## src/rtl/clkdom_pkg.sv

```systemverilog
package clkdom_pkg;

    localparam int NUM_PER   = 3;
    localparam int PER_DIV_W = 4;
    localparam int ST_DIV_W  = 3;
    localparam int CORE_LAG  = 2;

    // stop-bit positions inside a write of the stop register
    localparam int STOP_CORE_POS = 0;
    localparam int STOP_BUS_POS  = 1;
    localparam int STOP_PER_POS [NUM_PER] = '{2, 3, 9};

    typedef struct packed {
        logic [NUM_PER-1:0] per;
        logic               bus;
        logic               core;
    } stop_t;

    typedef struct packed {
        logic [ST_DIV_W-1:0]                 st_m1;
        logic [NUM_PER-1:0][PER_DIV_W-1:0]   per_m1;
    } div_cfg_t;

    localparam int CFG_W = $bits(div_cfg_t);

    typedef enum logic {
        SEL_STOP   = 1'b0,
        SEL_DIVIDE = 1'b1
    } cfg_sel_e;

    // true when ratio a (stored minus one) is not a whole multiple of ratio b
    function automatic logic ratio_mismatch(
        input logic [PER_DIV_W-1:0] a_m1,
        input logic [PER_DIV_W-1:0] b_m1
    );
        logic [PER_DIV_W:0] a;
        logic [PER_DIV_W:0] b;
        a = {1'b0, a_m1} + {{PER_DIV_W{1'b0}}, 1'b1};
        b = {1'b0, b_m1} + {{PER_DIV_W{1'b0}}, 1'b1};
        return (a % b) != '0;
    endfunction

endpackage

```

## src/rtl/clkdom_cfg_regs.sv

```systemverilog
module clkdom_cfg_regs
    import clkdom_pkg::*;
(
    input  logic             clk,
    input  logic             rst,
    input  logic             we,
    input  logic             sel,
    input  logic [CFG_W-1:0] wdata,
    output stop_t            stop_q,
    output div_cfg_t         div_q
);

    stop_t stop_wr;

    always_comb begin
        stop_wr.core = wdata[STOP_CORE_POS];
        stop_wr.bus  = wdata[STOP_BUS_POS];
        for (int k = 0; k < NUM_PER; k++) begin
            stop_wr.per[k] = wdata[STOP_PER_POS[k]];
        end
    end

    always_ff @(posedge clk) begin
        if (rst) begin
            stop_q <= '0;
            div_q  <= '0;
        end else if (we) begin
            if (cfg_sel_e'(sel) == SEL_STOP) begin
                stop_q <= stop_wr;
            end else begin
                div_q <= div_cfg_t'(wdata);
            end
        end
    end

endmodule

```

## src/rtl/clkdom_divider.sv

```systemverilog
module clkdom_divider #(
    parameter int W = 4
) (
    input  logic         clk,
    input  logic         rst,
    input  logic         run,
    input  logic         tick,
    input  logic [W-1:0] ratio_m1,
    output logic         strobe
);

    logic [W-1:0] cnt_q;
    logic [W-1:0] act_q;

    assign strobe = run & tick & (cnt_q == '0);

    always_ff @(posedge clk) begin
        if (rst) begin
            cnt_q <= '0;
            act_q <= '0;
        end else if (!run) begin
            cnt_q <= '0;
            act_q <= ratio_m1;
        end else if (tick) begin
            if (cnt_q == act_q) begin
                cnt_q <= '0;
                act_q <= ratio_m1;
            end else begin
                cnt_q <= cnt_q + 1'b1;
            end
        end
    end

endmodule

```

## src/rtl/clkdom_lag.sv

```systemverilog
module clkdom_lag #(
    parameter int DEPTH = 2
) (
    input  logic clk,
    input  logic rst,
    input  logic din,
    output logic dout
);

    logic [DEPTH-1:0] sr_q;

    generate
        if (DEPTH == 1) begin : g_single
            always_ff @(posedge clk) begin
                if (rst) sr_q <= '0;
                else     sr_q <= din;
            end
        end else begin : g_chain
            always_ff @(posedge clk) begin
                if (rst) sr_q <= '0;
                else     sr_q <= {sr_q[DEPTH-2:0], din};
            end
        end
    endgenerate

    assign dout = sr_q[DEPTH-1];

endmodule

```

## src/rtl/clkdom_strobe_gen.sv

```systemverilog
module clkdom_strobe_gen
    import clkdom_pkg::*;
#(
    parameter int LAG = CORE_LAG
) (
    input  logic               clk,
    input  logic               rst,
    input  logic               cfg_we,
    input  logic               cfg_sel,
    input  logic [CFG_W-1:0]   cfg_wdata,
    input  logic               selftest,
    output logic               bus_en,
    output logic               core_en,
    output logic               core_dly_en,
    output logic [NUM_PER-1:0] per_en,
    output logic               cfg_err
);

    stop_t    stop_q;
    div_cfg_t div_q;

    clkdom_cfg_regs i_regs (
        .clk    (clk),
        .rst    (rst),
        .we     (cfg_we),
        .sel    (cfg_sel),
        .wdata  (cfg_wdata),
        .stop_q (stop_q),
        .div_q  (div_q)
    );

    assign bus_en = ~stop_q.bus;

    // core: divided only in self-test, else bus rate and in phase
    logic [ST_DIV_W-1:0] core_ratio;
    assign core_ratio = selftest ? div_q.st_m1 : '0;

    clkdom_divider #(.W(ST_DIV_W)) i_core_div (
        .clk      (clk),
        .rst      (rst),
        .run      (~stop_q.core),
        .tick     (1'b1),
        .ratio_m1 (core_ratio),
        .strobe   (core_en)
    );

    logic core_lagged;

    clkdom_lag #(.DEPTH(LAG)) i_core_lag (
        .clk  (clk),
        .rst  (rst),
        .din  (core_en),
        .dout (core_lagged)
    );

    assign core_dly_en = core_lagged & ~stop_q.core;

    // peripherals: counted in bus strobes, held in reset while bus is stopped
    generate
        for (genvar k = 0; k < NUM_PER; k++) begin : g_per
            clkdom_divider #(.W(PER_DIV_W)) i_per_div (
                .clk      (clk),
                .rst      (rst),
                .run      (~stop_q.per[k] & bus_en),
                .tick     (bus_en),
                .ratio_m1 (div_q.per_m1[k]),
                .strobe   (per_en[k])
            );
        end
    endgenerate

    assign cfg_err = ratio_mismatch(div_q.per_m1[0], div_q.per_m1[1]);

endmodule

```

## config.mk

```make
export PLATFORM = sky130hd
export DESIGN_NAME = clkdom_strobe_gen
export DESIGN_NICKNAME = d
export VERILOG_FILES = /design/src/rtl/clkdom_pkg.sv /design/src/rtl/clkdom_cfg_regs.sv /design/src/rtl/clkdom_divider.sv /design/src/rtl/clkdom_lag.sv /design/src/rtl/clkdom_strobe_gen.sv
export SDC_FILE = /design/constraint.sdc
export NUM_CORES = 1
export LEC_CHECK = 0
export ABC_AREA = 0
export BUFFER_PORTS_ARGS = -buffer_cell sky130_fd_sc_hd__buf_2
export CORE_AREA = 5 5 87 169
export DETAILED_ROUTE_END_ITERATION = 16
export DIE_AREA = 0 0 92 174
export SLEW_MARGIN = 10
export SYNTH_ARGS = -nofsm -noshare
export SYNTH_HDL_FRONTEND = slang
export SYNTH_SLANG_ARGS = --single-unit
export TNS_END_PERCENT = 50
```

## constraint.sdc

```tcl
create_clock -name clk -period 12 [get_ports clk]
set_input_delay 0 -clock clk [delete_from_list [all_inputs] [get_ports clk]]
set_output_delay 0 -clock clk [all_outputs]
set_load 0.005 [all_outputs]
```

After elaboration in Yosys (flattened, before gate mapping)
Cells that the tools add are included.
Widths: inputs -> output; s select.

storage, ports and cells
  register bits = 52
  input bits = 20
  output and inout port bits = 7
  word-level logic and storage cells = 83

cells by class
  add/subtract/negate cells = 6
  div/mod/pow operators = 1
  eq/ne operators = 10
  mux-type cells = 15
  bitwise logic cells = 20
  reduce and logical (&&, ||, !) cells = 15

operator list
  operator             number
  $mux 4               12
  $add 4x1->4 const B  3
  $eq 4x4->1           3
  $logic_not 4->1      3
  $ne 2x2->1 const B   6
  $and 1x1->1          11
  $add 4x1->5 const B  2
  $reduce_and 2->1     5
  $mux 3               3
  $not 1->1            9
  $reduce_or 2->1      3
  $mod 5x5->5          1
  $reduce_bool 5->1    1
  $add 3x1->3 const B  1
  $eq 3x3->1           1
  $logic_not 3->1      1
  $reduce_or 3->1      1
  $reduce_bool 2->1    1

Logic depth before layout (Yosys ltp)
Gate-level depths: netlist of the first run.

  depth in word-level cells = 4
  mapped depth = 28
  mapped depth without buffers = 28

Cells and area by module
A second synthesis of the first run with hierarchy kept.

second synthesis, totals
  cells, all modules = 397
  area, all modules = 3,613.5 um^2

modules (own cells, without submodules)
  module                                   times used  cells an instance  area each (um^2)  seq. area each (um^2)
  clkdom_divider (g_per[0].i_per_div ...)  3           54                 489.2             160.2
  clkdom_cfg_regs                          1           85                 905.9             400.4
  clkdom_strobe_gen                        1           112                850.8             0.0
  clkdom_divider (i_core_div)              1           34                 336.6             120.1
  clkdom_lag                               1           4                  52.6              40.0

Least setup slack after synthesis of the first run
Ideal clock, no wire load.

  kind = flip-flop to output port
  start point = register, netlist name i_regs.div_q[4]
  end point = output cfg_err
  arrival = 5.911 ns
  required time = 12.000 ns
  slack = 6.089 ns
  stages on the path, launching flop included = 26
  buffers on the path = 0
  path through = dfxtp_1 > ha_1 > nor2_1 > a21oi_2 > nor2_1 > a21oi_1 > a31oi_1 > ha_1 > or4b_1 > a211oi_2 > nor3_1 > ha_1 > o21a_1 > o21a_1 > o41ai_2 > ha_1 > and3_1 > a31o_2 > o21a_4 > mux2_4 > ha_1 > a21o_1 > a31oi_1 > o211ai_1 > a211o_1 > o32a_1

between the ends
  longest elaborated chain between the ends = 3

ends and longest elaborated chain
  element            line                     text
  $add 4x1->5        clkdom_pkg.sv:39         b = {1'b0, b_m1} + {{PER_DIV_W{1'b0}}, 1'b1};
  $mod 5x5->5        clkdom_pkg.sv:40         return (a % b) != '0;
  $reduce_bool 5->1  clkdom_pkg.sv:40
  end: declaration   clkdom_strobe_gen.sv:16  output logic cfg_err

Every way passes these cells.

Worst setup path after layout of the first run
  start point = register, netlist name i_regs.div_q[4]
  end point = output cfg_err

between the ends
  longest elaborated chain between the ends = 3

ends and longest elaborated chain
  element            line
  $add 4x1->5        clkdom_pkg.sv:39
  $mod 5x5->5        clkdom_pkg.sv:40
  $reduce_bool 5->1  clkdom_pkg.sv:40

Every way passes these cells.

==> results of run 1 <==
## power by group through the flow
stage	Combinational (W)	Clock, W	Sequential, W
global route	0.000147	0.000188	0.000189
floorplan	0.000103	0	0.000189
CTS	0.000132	0.000182	0.000189
global placement	0.000124	0	0.000192
detailed placement	0.000127	0	0.000193
finish	0.000132	0.000176	0.000189
## per-stage QoR
step,cell area [um^2],power (W),util
finish,3680,0.000497,0.275
global route,3680,0.000524,0.275
CTS,3680,0.000503,0.275
detailed placement,3340,0.000320,0.250
global placement,3340,0.000317,0.250
floorplan,3090,0.000292,-
## critical path, delay by kind of cell (launching register included)
kind / cells / cell delay (ns)
and+or+nand+nor: 6 / 1.06
AOI/OAI and AO/OA: 15 / 2.88
DFF: 1 / 0.54
buffers and inverters: 1 / 0.14
muxes: 1 / 0.39
adders and majority gates: 5 / 1.64
## state kept, by name, summed over array words and instances, names as in the netlist
name / cells
g_per.i_per_div.act_q: 12
g_per.i_per_div.cnt_q: 12
i_core_div.act_q: 3
i_core_div.cnt_q: 3
i_core_lag.sr_q: 2
i_regs.div_q: 15
i_regs.stop_q: 5
## cells by family (layout without fill, tap and decap cells)
logic type,Yosys count,after routing
flops,52,52
fa+ha+maj,28,28
simple gates,127,127
mux,21,21
buf+inv,36,70
compound gates,61,61
xor+xnor,34,34
## how the worst min path moves through the flow
stage / from / endpoint / slack, ns / cells after the start
5_1_grt: selftest / i_core_div.act_q[1] / 0.13 / 5
6_report: selftest / i_core_div.act_q[1] / 0.12 / 5
3_5_place_dp: cfg_wdata[10] / i_regs.div_q[10] / 0.25 / 3
3_3_place_gp: cfg_wdata[10] / i_regs.div_q[10] / 0.24 / 3
4_1_cts: selftest / i_core_div.act_q[1] / 0.11 / 5
2_1_floorplan: cfg_wdata[10] / i_regs.div_q[10] / 0.14 / 2
## layer usage
layer | vias to the layer above | part of all wire | global-route usage
li1 | 1273 | - | -
met1 | 1229 | 0.37 | 0.0861
met2 | 27 | 0.59 | 0.178
met3 | 16 | 0.016 | 0.0104
met4 | 0 | 0.028 | 0.0422
met5 | - | 0 | 0
## layout by cell type (no fill, tap or decap), types with 6 or more instances in the layout
master         count
nor2_1            52
dfxtp_1           52
nand2_1           38
ha_1              27
buf_2             26
a21oi_1           25
inv_1             22
xor2_1            22
mux2i_1           18
dlygate4sd3_1     15
xnor2_1           12
nor2b_1           10
o21ai_0            6
## final cells by class
class | count | share of cell area
clock inverter | 2 | 0.0163
timing repair buffer | 41 | 0.0762
multi-input combinational | 271 | 0.515
tap | 155 | 0.0527
inverter | 22 | 0.0225
sequential | 52 | 0.283
clock buffer | 5 | 0.0340
## what timing repair did
item                                    in CTS  in global routing
hold buffers                                15                  0
endpoints found under the setup margin       0                  0
endpoints found under the hold margin       19                  0
==> parameters.txt, run 1 <==
Parameter                              Value

Status
  Status    finished clean

Detailed routing
  Via count    2545
  Initial DRC Count    47
  Routed len/inst    12.6 um
  Aggregate routed wire length    6.92 mm
  Detail Route Antenna Nets    0
  Detail-routed via count per cell    4.64
  Remaining design rule violation count    0
  Number of iterations in the first detailed-routing pass    4

Power
  Proportion of power drawn by the clock network    0.355
  Worst vdd ir    0.0963 mV
  Combinational power share    0.265
  Cell-internal power    0.000361 W
  Switching Power    0.000136 W
  Static leakage    1.61 nW
  Part of the total power dissipated in sequential elements    0.380
  Power density normalized to cell area    135 nW/um^2
  Net Sw Frac    0.273

Yosys
  Post-synth EDFFs    0
  Count of distinct cell types in the synthesized netlist    47
  Simple-gate share of the synthesized area    0.186
  Cell type with the highest aggregate area in the netlist    dfxtp_1
  Combined area of all synthesized cells    3090 um^2
  Synth top area cells    dfxtp_1, ha_1, nor2_1
  Average size of a mapped cell    8.60 um^2
  Share of flip-flops with an asynchronous set or reset    0
  Fraction of synthesized cell area taken by the top area cell type    0.337
  Number of nets in the synthesized netlist    407
  Multiplexer share of the synthesized area    0.0705
  Largest family of logic cells by synthesized area    simple AND/OR/NAND/NOR gates
  Sequential fraction of the synthesis area    0.337
  Count of mapped cells out of synthesis    359
  Fraction of the mapped netlist area in adder cells    0.116
  Top_reg_cell synth    dfxtp_1
  Xor-xnor portion of the synthesized cell area    0.0965
  Post-synthesis compound-gate area fraction    0.145
  Synthesis-stage register bit count    52
  Synth cell count leaders    dfxtp_1, nor2_1, nand2_1
  Number of warnings reported in the yosys synthesis log    0

Cells and area
  Area Overhead vs Synth    19.1%
  Antenna diode count    0
  Final standard cell count with taps included and fillers excluded    548
  Number of fill cells    1433
  Area of combinational cells with multiple inputs    1890 um^2
  Final #Nets    441
  Proportion of layout cells with a drive suffix above 1    0.132
  Area occupied by registers    1040 um^2

CTS
  Clock latency on the worst-skew pair    0.29 ns
  Quantity of gates resized following cts    0
  Clock tree from TritonCTS    built
  Root buffer cell    clkbuf_16
  Number of clock sinks    52
  Clock transition at the registers of the reported paths    0.06 ns
  Number of buffers on the longest clock path    2
  Post-CTS setup-driven buffer insertion count    0
  H-tree depth    2
  TritonCTS Buffers    5

Timing
  Final Hold Vio Count    0
  Max transition margin    0.487
  Worst hold margin    0.116 ns
  Final setup skew    0.00500 ns
  Count of pins over their slew limit    0
  Actual transition at the worst max-transition pin    0.761 ns
  Max Fclk    143 MHz
  Clock period minus worst slack    6.98 ns
  Setup repair after global routing missed its margin    false
  Final setup margin    5.02 ns
  Final setup viols    0
  Period utilisation layout    0.582
  Total negative slack    0 ns

Setup path
  Crit Path Class    flop to output pin
  CP endpoint    cfg_err
  Max stage delay on crit path    0.54 ns
  Cell repeated most along the worst path    ha_1
  Setup slack of the most critical reg-to-reg path    10.26 ns
  Origin of the worst setup path    i_regs.div_q[4]
  Worst reg2reg startpoint    g_per[2].i_per_div.cnt_q[2]
  Critical R2R Capture    g_per[2].i_per_div.act_q[0]
  Worst Path Max Fanout    10
  Data arrival at the endpoint of the critical path    6.98 ns
  Element type at the critical path end    output pin
  Cell count of the worst reg-to-reg path    4
  Required time of the critical path    12.00 ns
  Cell with the largest stage delay on the worst path    dfxtp_1
  Startpoint type of the worst setup path    flop

GRT
  Via count of the first global-routing pass    2514
  Maximum number of pins on one net before global-route repair    42
  Global-route usage over all layers    0.0887
  Number of antenna violations at the first check in global routing    0
  First-pass GRT wire length    11.7 mm
  Overflow left after global routing    0

Placement
  Placer's final routability congestion estimate    0.799
  Port buffer count    26
  Sum of net half-perimeters after detailed placement    5.38 mm
  Pre-CTS setup slack    5.37 ns
  Placed Instances    526

Run
  Max-capacitance violation count    0

Die
  Top-level port count    27
  Floorplan die height    174 um
  Placeable core region    13400 um^2
  Die extent in x    92 um
  Total Die Area    16000 um^2
  Initial standard-cell utilization of the core    0.231
  Row Count    60

Min path
  Class of the worst hold path    input pin to flop
(Power assumes the default switching activity.)
==> run 2: changes to the inputs <==
Settings changed: ABC_AREA 0 to 1, CORE_AREA 5 5 87 169 to 5 5 86 167, DIE_AREA 0 0 92 174 to 0 0 91 172.
Clock period 12 ns to 6.6 ns, I/O delays scaled along.
==> run 2 against run 1 <==
Against the previous run:
- die area decreased by 2.2%
- sequential cell count unchanged
- critical path depth increased by 18
- sequential power increased by 120%
- routed wire length increased by 5.3%
- first-iteration DRC count increased to 3.4 times the previous value
- highest routed layer unchanged
==> parameters.txt, run 2 <==
Parameter                              Value

Status
  Status    finished clean

Cells and area
  Highest-count cells in the layout ignoring fill and taps    nor2_1, inv_1, nand2_1
  Final standard cell count with taps included and fillers excluded    616
  Area of combinational cells with multiple inputs    1740 um^2
  Number of fill cells    1393
  Top reg by flops    i_regs.div_q
  Final #Nets    510
  Proportion of layout cells with a drive suffix above 1    0.108
  Max reg flops    15
  Largest registers    i_regs.div_q x15, g_per.i_per_div.act_q x12, g_per.i_per_div.cnt_q x12
  Area occupied by registers    1040 um^2
  Most frequent standard cell in the layout excluding fill and tap cells    nor2_1
  Area Overhead vs Synth    19.0%

Die
  Total Die Area    15700 um^2
  Die extent in x    91 um
  Placeable core region    12900 um^2
  Row Count    59
  Floorplan die height    172 um
  Top-level port count    27
  Initial standard-cell utilization of the core    0.234

CTS
  Clock tree from TritonCTS    built
  Clock transition at the registers of the reported paths    0.07 ns
  TritonCTS Buffers    5
  Number of buffers on the longest clock path    2
  Number of clock sinks    52
  Clock latency on the worst-skew pair    0.29 ns
  H-tree depth    2
  Root buffer cell    clkbuf_16

Timing
  Final setup skew    0.00607 ns
  Max Fclk    165 MHz
  Actual transition at the worst max-transition pin    0.823 ns
  Final Hold Vio Count    0
  Total negative slack    0 ns
  Setup repair after global routing missed its margin    false
  Clock period minus worst slack    6.05 ns
  Max transition margin    0.451
  Final setup viols    0
  Period utilisation layout    0.917
  Count of pins over their slew limit    0

Power
  Proportion of power drawn by the clock network    0.190
  Part of the total power dissipated in sequential elements    0.296
  Static leakage    1.75 nW
  Worst vdd ir    0.220 mV
  Net Sw Frac    0.420
  Power density normalized to cell area    389 nW/um^2
  Cell-internal power    0.000812 W
  Switching Power    0.000588 W
  Combinational power share    0.514

Setup path
  Element type at the critical path end    output pin
  Critical R2R Capture    g_per[1].i_per_div.act_q[0]
  Data arrival at the endpoint of the critical path    6.05 ns
  Cell count of the worst reg-to-reg path    8
  Worst Path Max Fanout    6
  Required time of the critical path    6.60 ns
  Worst reg2reg startpoint    g_per[1].i_per_div.cnt_q[1]
  Crit Path Class    flop to output pin
  Max stage delay on crit path    0.37 ns
  Setup slack of the most critical reg-to-reg path    5.20 ns
  Number of buffer and inverter instances along the worst setup path    5
  Startpoint type of the worst setup path    flop
  Cell family with most CP delay    simple AND/OR/NAND/NOR gates
  Cell repeated most along the worst path    nand2_1
  Cell with the largest stage delay on the worst path    dfxtp_2

Yosys
  Number of warnings reported in the yosys synthesis log    0
  Synth cell count leaders    nor2_1, nand2_1, inv_1
  Post-synth EDFFs    0
  Fraction of synthesized cell area taken by the top area cell type    0.344
  Synth top area cells    dfxtp_1, ha_1, nor2_1
  Top_reg_cell synth    dfxtp_1
  Count of mapped cells out of synthesis    425
  Average size of a mapped cell    7.13 um^2
  Synthesis-stage register bit count    52
  Cell type with the highest aggregate area in the netlist    dfxtp_1
  Combined area of all synthesized cells    3030 um^2
  Number of nets in the synthesized netlist    473
  Sequential fraction of the synthesis area    0.344
  Most numerous cell in the Yosys netlist    nor2_1
  Share of flip-flops with an asynchronous set or reset    0
  Count of distinct cell types in the synthesized netlist    29

GRT
  Met1 layer usage reported by global route    0.0878
  First-pass GRT wire length    12.2 mm
  Met3 track demand over resource in global routing    0.0139
  Overflow left after global routing    0
  Maximum number of pins on one net before global-route repair    35
  Global Route met2 Usage    0.185
  Grt peak-use layer    met2
  Number of antenna violations at the first check in global routing    1
  Via count of the first global-routing pass    2768
  Global-route usage over all layers    0.0948

Placement
  Port buffer count    26
  Placer's final routability congestion estimate    0.866
  Sum of net half-perimeters after detailed placement    5.88 mm
  Placed Instances    595

Detailed routing
  Remaining design rule violation count    0
  Detail Route Antenna Nets    0
  Via count    2778
  Initial DRC Count    161
  Detail-routed via count per cell    4.51
  Number of iterations in the first detailed-routing pass    6
  Aggregate routed wire length    7.29 mm
  Routed len/inst    11.8 um

Min path
  WHS Endpoint    i_regs.div_q[13]
  Hold_sp    cfg_wdata[13]
  Class of the worst hold path    input pin to flop
  Worst hold stages    3

Run
  Max-capacitance violation count    0
## run 2: worst register-to-register path, cell delays in order (launching register included)
cell	delay, ns
dfxtp_1	0.40
xor2_1	0.17
nor2_1	0.06
nand2_1	0.08
inv_1	0.05
nor2_1	0.14
inv_1	0.12
o21ai_0	0.19
a21oi_1	0.05
## run 2: how the worst max path moves through the flow
stage                               start       to  cells past startpoint
after floorplan           i_regs.div_q[0]  cfg_err                     44
final                     i_regs.div_q[0]  cfg_err                     46
after detailed placement  i_regs.div_q[0]  cfg_err                     44
after global routing      i_regs.div_q[0]  cfg_err                     47
after CTS                 i_regs.div_q[0]  cfg_err                     45
after global placement    i_regs.div_q[0]  cfg_err                     44
## run 2: per-stage QoR
| step | utilization | hold slack, ns | power, W | setup WS (ns) | cell area, um^2 |
|---|---|---|---|---|---|
| after floorplan | - | 0.0712 | 0.000981 | 1.57 | 3030 |
| after global placement | 0.256 | 0.262 | 0.00110 | 1.05 | 3310 |
| after detailed placement | 0.256 | 0.260 | 0.00112 | 0.753 | 3310 |
| after CTS | 0.277 | 0.00778 | 0.00140 | 0.425 | 3580 |
| after global routing | 0.279 | 0.0349 | 0.00153 | 0.0352 | 3600 |
| final | 0.279 | 0.00324 | 0.00140 | 0.551 | 3600 |
## run 2: layout make-up
type | count | area share
inverters | 59 | 0.0615
clock inverters | 2 | 0.00382
well taps | 152 | 0.0528
clock buffers | 6 | 0.0385
flip-flops and latches | 52 | 0.290
multi-input cells | 306 | 0.484
diodes | 1 | 0.000694
repair buffers | 38 | 0.0694
## run 2: power by group through the flow
stage | Combinational, W | Sequential (W) | Clock (W)
final | 0.000719 | 0.000415 | 0.000266
after global routing | 0.000823 | 0.000424 | 0.000286
after CTS | 0.000711 | 0.000416 | 0.000273
after detailed placement | 0.000700 | 0.000423 | 0
after global placement | 0.000677 | 0.000421 | 0
after floorplan | 0.000570 | 0.000412 | 0
## run 2: logic make-up after synthesis
kind of cell / count (synthesis) / synth area share
XOR/XNOR: 28 / 0.0810
AO/OA/AOI/OAI: 61 / 0.106
adder cells (fa/ha/maj): 28 / 0.118
flip-flops: 52 / 0.344
AND/OR/NAND/NOR: 189 / 0.265
buffers and inverters: 67 / 0.0867
## run 2: what timing repair did
action,CTS,global route
resized for setup,0,5
setup endpoints to repair,0,1
hold buffers,12,0
endpoints found under the hold margin,14,0
setup buffers,0,0
## run 2: metal layers
metal / wire [um] / up-vias
li1: - / 1426
met1: 2690 / 1277
met2: 3990 / 57
met3: 251 / 18
met4: 354 / 0
met5: 0 / -
